--- config.mk ---
export PLATFORM = sky130hd
export DESIGN_NAME = spi_stat_if
export DESIGN_NICKNAME = d
export VERILOG_FILES = /design/src/rtl/spi_stat_pkg.sv /design/src/rtl/spi_stat_ctrl.sv /design/src/rtl/spi_stat_dp.sv /design/src/rtl/spi_stat_if.sv
export SDC_FILE = /design/constraint.sdc
export NUM_CORES = 1
export LEC_CHECK = 0
export CAP_MARGIN = 25
export CORE_ASPECT_RATIO = 0.75
export CORE_MARGIN = 8
export CORE_UTILIZATION = 35
export DETAILED_ROUTE_END_ITERATION = 6
export HOLD_SLACK_MARGIN = 0.08
export REMOVE_ABC_BUFFERS = 1
export SYNTH_ARGS = -nofsm -noshare
export SYNTH_HDL_FRONTEND = slang
export SYNTH_SLANG_ARGS = --single-unit
--- constraint.sdc ---
create_clock -name clk -period 1.5 [get_ports clk]
set_input_delay 0.225 -clock clk [delete_from_list [all_inputs] [get_ports clk]]
set_output_delay 0.225 -clock clk [all_outputs]
set_load 0.05 [all_outputs]
--- src/rtl/spi_stat_pkg.sv ---
package spi_stat_pkg;

  typedef enum logic [1:0] {
    ST_RX     = 2'd0,
    ST_STREAM = 2'd1,
    ST_DROP   = 2'd2
  } stat_state_t;

  typedef struct packed {
    logic shiftIn;
    logic loadOut;
    logic shiftOut;
  } dp_ctrl_t;

endpackage

--- src/rtl/spi_stat_ctrl.sv ---
module spi_stat_ctrl
  import spi_stat_pkg::*;
#(
  parameter int DATA_W      = 8,
  parameter int SYNC_STAGES = 2
) (
  input  logic     clk,
  input  logic     rstN,
  input  logic     sckIn,
  input  logic     csNIn,
  input  logic     siIn,
  input  logic     busy,
  input  logic     isStatusOp,
  output dp_ctrl_t ctl,
  output logic     siBit,
  output logic     soOe,
  output logic     cmdStrobe
);

  localparam int CNT_W = $clog2(DATA_W);
  localparam logic [CNT_W-1:0] LAST = CNT_W'(DATA_W - 1);

  logic [SYNC_STAGES-1:0] sckSy, csSy, siSy;
  logic sckPrev;
  logic csAct, sckNow, rise, fall, lastBit;
  logic [CNT_W-1:0] bitCnt;
  stat_state_t state;

  always_ff @(posedge clk) begin
    if (!rstN) begin
      sckSy   <= '0;
      csSy    <= '1;
      siSy    <= '0;
      sckPrev <= 1'b0;
    end else begin
      sckSy   <= {sckSy[SYNC_STAGES-2:0], sckIn};
      csSy    <= {csSy[SYNC_STAGES-2:0], csNIn};
      siSy    <= {siSy[SYNC_STAGES-2:0], siIn};
      sckPrev <= sckSy[SYNC_STAGES-1];
    end
  end

  assign sckNow  = sckSy[SYNC_STAGES-1];
  assign siBit   = siSy[SYNC_STAGES-1];
  assign csAct   = ~csSy[SYNC_STAGES-1];
  assign rise    = csAct & sckNow & ~sckPrev;
  assign fall    = csAct & ~sckNow & sckPrev;
  assign lastBit = (bitCnt == LAST);

  always_comb begin
    ctl.shiftIn  = (state == ST_RX) & rise;
    ctl.loadOut  = (state == ST_STREAM) & fall & (bitCnt == '0);
    ctl.shiftOut = (state == ST_STREAM) & fall & (bitCnt != '0);
  end

  always_ff @(posedge clk) begin
    if (!rstN) begin
      state     <= ST_RX;
      bitCnt    <= '0;
      soOe      <= 1'b0;
      cmdStrobe <= 1'b0;
    end else if (!csAct) begin
      state     <= ST_RX;
      bitCnt    <= '0;
      soOe      <= 1'b0;
      cmdStrobe <= 1'b0;
    end else begin
      cmdStrobe <= 1'b0;
      case (state)
        ST_RX: begin
          if (rise) begin
            if (lastBit) begin
              bitCnt <= '0;
              if (isStatusOp) begin
                state <= ST_STREAM;
              end else begin
                state     <= ST_DROP;
                cmdStrobe <= ~busy;
              end
            end else begin
              bitCnt <= bitCnt + 1'b1;
            end
          end
        end
        ST_STREAM: begin
          if (fall) begin
            soOe   <= 1'b1;
            bitCnt <= lastBit ? '0 : bitCnt + 1'b1;
          end
        end
        default: begin
          state <= ST_DROP;
        end
      endcase
    end
  end

  assert_oe_off_R5: assert property (@(posedge clk) disable iff (!rstN)
    !csAct |=> !soOe);

  assert_oe_stream_R4: assert property (@(posedge clk) disable iff (!rstN)
    soOe |-> (state == ST_STREAM));

  assert_abort_R11: assert property (@(posedge clk) disable iff (!rstN)
    !csAct |=> (bitCnt == '0 && state == ST_RX));

  assert_strobe_pulse_R7: assert property (@(posedge clk) disable iff (!rstN)
    cmdStrobe |=> !cmdStrobe);

  assert_strobe_busy_R8: assert property (@(posedge clk) disable iff (!rstN)
    cmdStrobe |-> !$past(busy));

endmodule

--- src/rtl/spi_stat_dp.sv ---
module spi_stat_dp
  import spi_stat_pkg::*;
#(
  parameter int          DATA_W     = 8,
  parameter int          STAT_W     = 3,
  parameter logic [DATA_W-1:0] OPC_STATUS = 8'h05
) (
  input  logic              clk,
  input  logic              rstN,
  input  dp_ctrl_t          ctl,
  input  logic              siBit,
  input  logic              busy,
  input  logic [STAT_W-1:0] statusBits,
  output logic              isStatusOp,
  output logic [DATA_W-1:0] cmdCode,
  output logic              soBit
);

  logic [DATA_W-1:0] opShift, outShift, statusWord, nextOp;
  logic [STAT_W-1:0] frozen, heldBits;

  assign nextOp     = {opShift[DATA_W-2:0], siBit};
  assign isStatusOp = (nextOp == OPC_STATUS);
  assign cmdCode    = opShift;
  assign soBit      = outShift[DATA_W-1];

  always_ff @(posedge clk) begin
    if (!rstN) begin
      opShift <= '0;
    end else if (ctl.shiftIn) begin
      opShift <= nextOp;
    end
  end

  // Capture live bits each cycle the memory is idle; hold while busy.
  always_ff @(posedge clk) begin
    if (!rstN) begin
      frozen <= '0;
    end else if (!busy) begin
      frozen <= statusBits;
    end
  end

  assign heldBits = busy ? frozen : statusBits;

  always_comb begin
    statusWord           = '0;
    statusWord[STAT_W:0] = {heldBits, busy};
  end

  always_ff @(posedge clk) begin
    if (!rstN) begin
      outShift <= '0;
    end else if (ctl.loadOut) begin
      outShift <= statusWord;
    end else if (ctl.shiftOut) begin
      outShift <= {outShift[DATA_W-2:0], 1'b0};
    end
  end

  assert_top_zero_R3: assert property (@(posedge clk) disable iff (!rstN)
    ctl.loadOut |=> (outShift[DATA_W-1:STAT_W+1] == '0));

  assert_one_action_R10: assert property (@(posedge clk) disable iff (!rstN)
    $countones({ctl.shiftIn, ctl.loadOut, ctl.shiftOut}) <= 1);

endmodule

--- src/rtl/spi_stat_if.sv ---
module spi_stat_if
  import spi_stat_pkg::*;
#(
  parameter int          DATA_W      = 8,
  parameter int          STAT_W      = 3,
  parameter int          SYNC_STAGES = 2,
  parameter logic [DATA_W-1:0] OPC_STATUS = 8'h05
) (
  input  logic              clk,
  input  logic              rstN,
  input  logic              sck,
  input  logic              csN,
  input  logic              si,
  output logic              so,
  output logic              soOe,
  input  logic              busy,
  input  logic [STAT_W-1:0] statusBits,
  output logic              cmdStrobe,
  output logic [DATA_W-1:0] cmdCode
);

  dp_ctrl_t ctl;
  logic siBit, isStatusOp;

  spi_stat_ctrl #(
    .DATA_W(DATA_W),
    .SYNC_STAGES(SYNC_STAGES)
  ) u_ctrl (
    .clk(clk),
    .rstN(rstN),
    .sckIn(sck),
    .csNIn(csN),
    .siIn(si),
    .busy(busy),
    .isStatusOp(isStatusOp),
    .ctl(ctl),
    .siBit(siBit),
    .soOe(soOe),
    .cmdStrobe(cmdStrobe)
  );

  spi_stat_dp #(
    .DATA_W(DATA_W),
    .STAT_W(STAT_W),
    .OPC_STATUS(OPC_STATUS)
  ) u_dp (
    .clk(clk),
    .rstN(rstN),
    .ctl(ctl),
    .siBit(siBit),
    .busy(busy),
    .statusBits(statusBits),
    .isStatusOp(isStatusOp),
    .cmdCode(cmdCode),
    .soBit(so)
  );

endmodule

==> results.json <==
{
  "ys_seq_elements": 33,
  "status": "finished clean",
  "path_clk_slew_ns": 0.07,
  "max_freq_ghz": 0.723,
  "fillers": 346,
  "hold_path_class": "flop to flop",
  "fin_skew_ns": 0.0113,
  "yosysWarnings": 0,
  "synth_edf_count": 0,
  "timing.final.crit_share": 0.922,
  "ys_types": 31,
  "synthesis.area_um2": 1320,
  "ctsResizeCount": 0,
  "antenna_found_initial": 0,
  "worstSetupPathType": "flop to flop",
  "clock_path_buffers": 2,
  "routed-via-count": 1126,
  "die_y_um": 69.3,
  "numCtsBuffers": 5,
  "grt_usage": 0.106,
  "hold_violations": 0,
  "min_period_ns": 1.38,
  "hpwl_um": 2230,
  "synth_top_area_share": 0.499,
  "cts_sinks": 33,
  "yosysMostFrequentCell": "dfxtp_1",
  "p_leak_nw": 0.662,
  "crit_required_ns": 1.70,
  "r2r_end": "u_ctrl.bitCnt[1]",
  "seqCellArea_um2": 663,
  "critPathMaxFanout": 5,
  "first_iter_violations": 47,
  "grt_max_degree": 15,
  "syn_area_per_cell_um2": 9.19,
  "die_w_um": 87.0,
  "clk_latency_ns": 0.28,
  "viasPerCell": 4.94,
  "worstHoldStart": "u_ctrl.csSy[0]",
  "worstSetupStartpointType": "flop",
  "multi_input_area_um2": 614,
  "post_cts_buffers": 0,
  "first_global_vias": 1068,
  "finalSetupViolations": 0,
  "r2r_cells": 3,
  "p_total_mw": 1.63,
  "synth_commonest_cells": "dfxtp_1, a21oi_1, o21ai_0",
  "drive_gt1_frac": 0.199,
  "tightest_slew_ns": 0.504,
  "max-vdd-ir-drop_mv": 0.456,
  "r2r_start": "u_ctrl.state[0]",
  "cp_data_arrival_time_ns": 1.58,
  "ys_top_cells_by_area": "dfxtp_1, a21oi_1, o21ai_0",
  "drt-pass1-iter-count": 4,
  "grt_overflow": 0,
  "synth_top_area_cell": "dfxtp_1",
  "core_area_um2": 3640,
  "end_kind": "flop",
  "cts_root_buffer": "clkbuf_8",
  "wl_per_cell_um": 12.9,
  "synth_flop_cell": "dfxtp_1",
  "cpLargestDelayFamily": "simple AND/OR/NAND/NOR gates",
  "synth-seq-area-share": 0.499,
  "slew_viol_final": 0,
  "ant_nets": 0,
  "p_per_area_nw_per_um2": 906,
  "grt_pass1_wl_um": 4980,
  "cts_tree": "yes",
  "drc_errors": 0,
  "grt_setup_unrepaired": "no",
  "drv_cap": 0,
  "slowest_delay_ns": 0.44,
  "crit_start": "u_ctrl.state[0]",
  "gp_congestion": 0.785,
  "cp_cell_sequence": "or3b_1, a21oi_2, mux2i_1",
  "min_to": "u_ctrl.csSy[1]",
  "drt_wl_total_um": 2930,
  "reg2reg_slack_ns": 0.12,
  "place.port_buffers": 19,
  "die-area_um2": 6030,
  "n_antenna_cell": 0,
  "h-tree-depth": 2,
  "netlist_instances": 144,
  "postLayoutCoreUtil": 0.493,
  "slew_headroom": 0.661,
  "rows": 19,
  "min_path_cells": 1,
  "ios": 20,
  "async_reset_ff_frac": 0,
  "cts_hold_buf": 0,
  "initial_core_util": 0.364,
  "timing.setup.tns_ns": 0,
  "cp_num_buf_inv": 0,
  "area_growth_pct": 35.5,
  "whs_ns": 0.404,
  "nNetsFinal": 187,
  "cp_slowest_cell": "or3b_1"
}
-- worst reg2reg max path, cell delays in order, from the launching register on --
cell     delay, ns
dfxtp_1       0.34
or3b_1        0.44
a21oi_2       0.30
mux2i_1       0.22
-- cell families (layout without fill, tap and decap cells) --
family	Yosys count	in the layout	share of synthesized area
mux	6	6	0.0473
flops	33	33	0.499
buf+inv	12	44	0.0397
fa+ha+maj	3	3	0.0284
compound gates	35	35	0.154
simple gates	55	55	0.232
-- layout make-up --
type | count | share of cell area
clock buffers | 8 | 0.0446
inverters | 5 | 0.0105
multi-input cells | 99 | 0.342
flip-flops and latches | 33 | 0.370
well taps | 52 | 0.0363
repair buffers | 31 | 0.197
-- registers in the layout, indices dropped and copies added (netlist names) --
register,count
u_ctrl.bitCnt,3
u_dp.frozen,3
u_ctrl.state,2
u_ctrl.soOe,1
u_ctrl.sckSy,2
u_ctrl.cmdStrobe,1
u_dp.cmdCode,8
u_ctrl.sckPrev,1
u_ctrl.csSy,2
u_dp.outShift,8
u_ctrl.siSy,2
-- worst max-delay path by stage --
stage	end	slack [ns]	depth (start not counted)
finish	u_ctrl.bitCnt[1]	0.12	3
CTS	u_ctrl.state[1]	0.02	5
global route	u_ctrl.cmdStrobe	0.02	5
detailed placement	u_dp.outShift[1]	0.02	4
floorplan	u_ctrl.cmdStrobe	0.07	3
global placement	u_dp.outShift[1]	0.05	4
-- per-layer routing --
metal  track usage  part of all wire  vias up
met5             0                 0        -
met1         0.128              0.48      520
met3        0.0533             0.073        2
met4        0.0400            0.0065        0
met2         0.154              0.44       33
li1              -                 -      571
-- cells in the final DEF, fill, tap and decap left out, drive strengths merged, types with 2 or more instances in the layout --
| cell type | count |
|---|---|
| a21oi | 15 |
| and2 | 7 |
| buf | 23 |
| inv | 5 |
| clkbuf | 8 |
| clkdlybuf4s50 | 8 |
| mux2 | 2 |
| o32ai | 2 |
| nor4bb | 2 |
| mux2i | 4 |
| nand2b | 4 |
| nor2b | 2 |
| ha | 3 |
| nand3 | 11 |
| nand4 | 5 |
| nor2 | 8 |
| dfxtp | 33 |
| o21ai | 13 |
| nand2 | 9 |
-- report_power, final --
group,switching [mW],internal [mW]
Sequential,0.00381,0.889
Clock,0.307,0.329
Combinational,0.0447,0.0516
-- stage by stage --
step | worst slack (ns) | instance area [µm²] | instances
finish | 0.117 | 1790 | 228
global route | 0.0249 | 1790 | 228
CTS | 0.0249 | 1790 | 228
detailed placement | 0.0214 | 1710 | 220
global placement | 0.0453 | 1710 | 220
floorplan | 0.0658 | 1290 | 137
No activity file was read; power rests on OpenSTA's default activity.
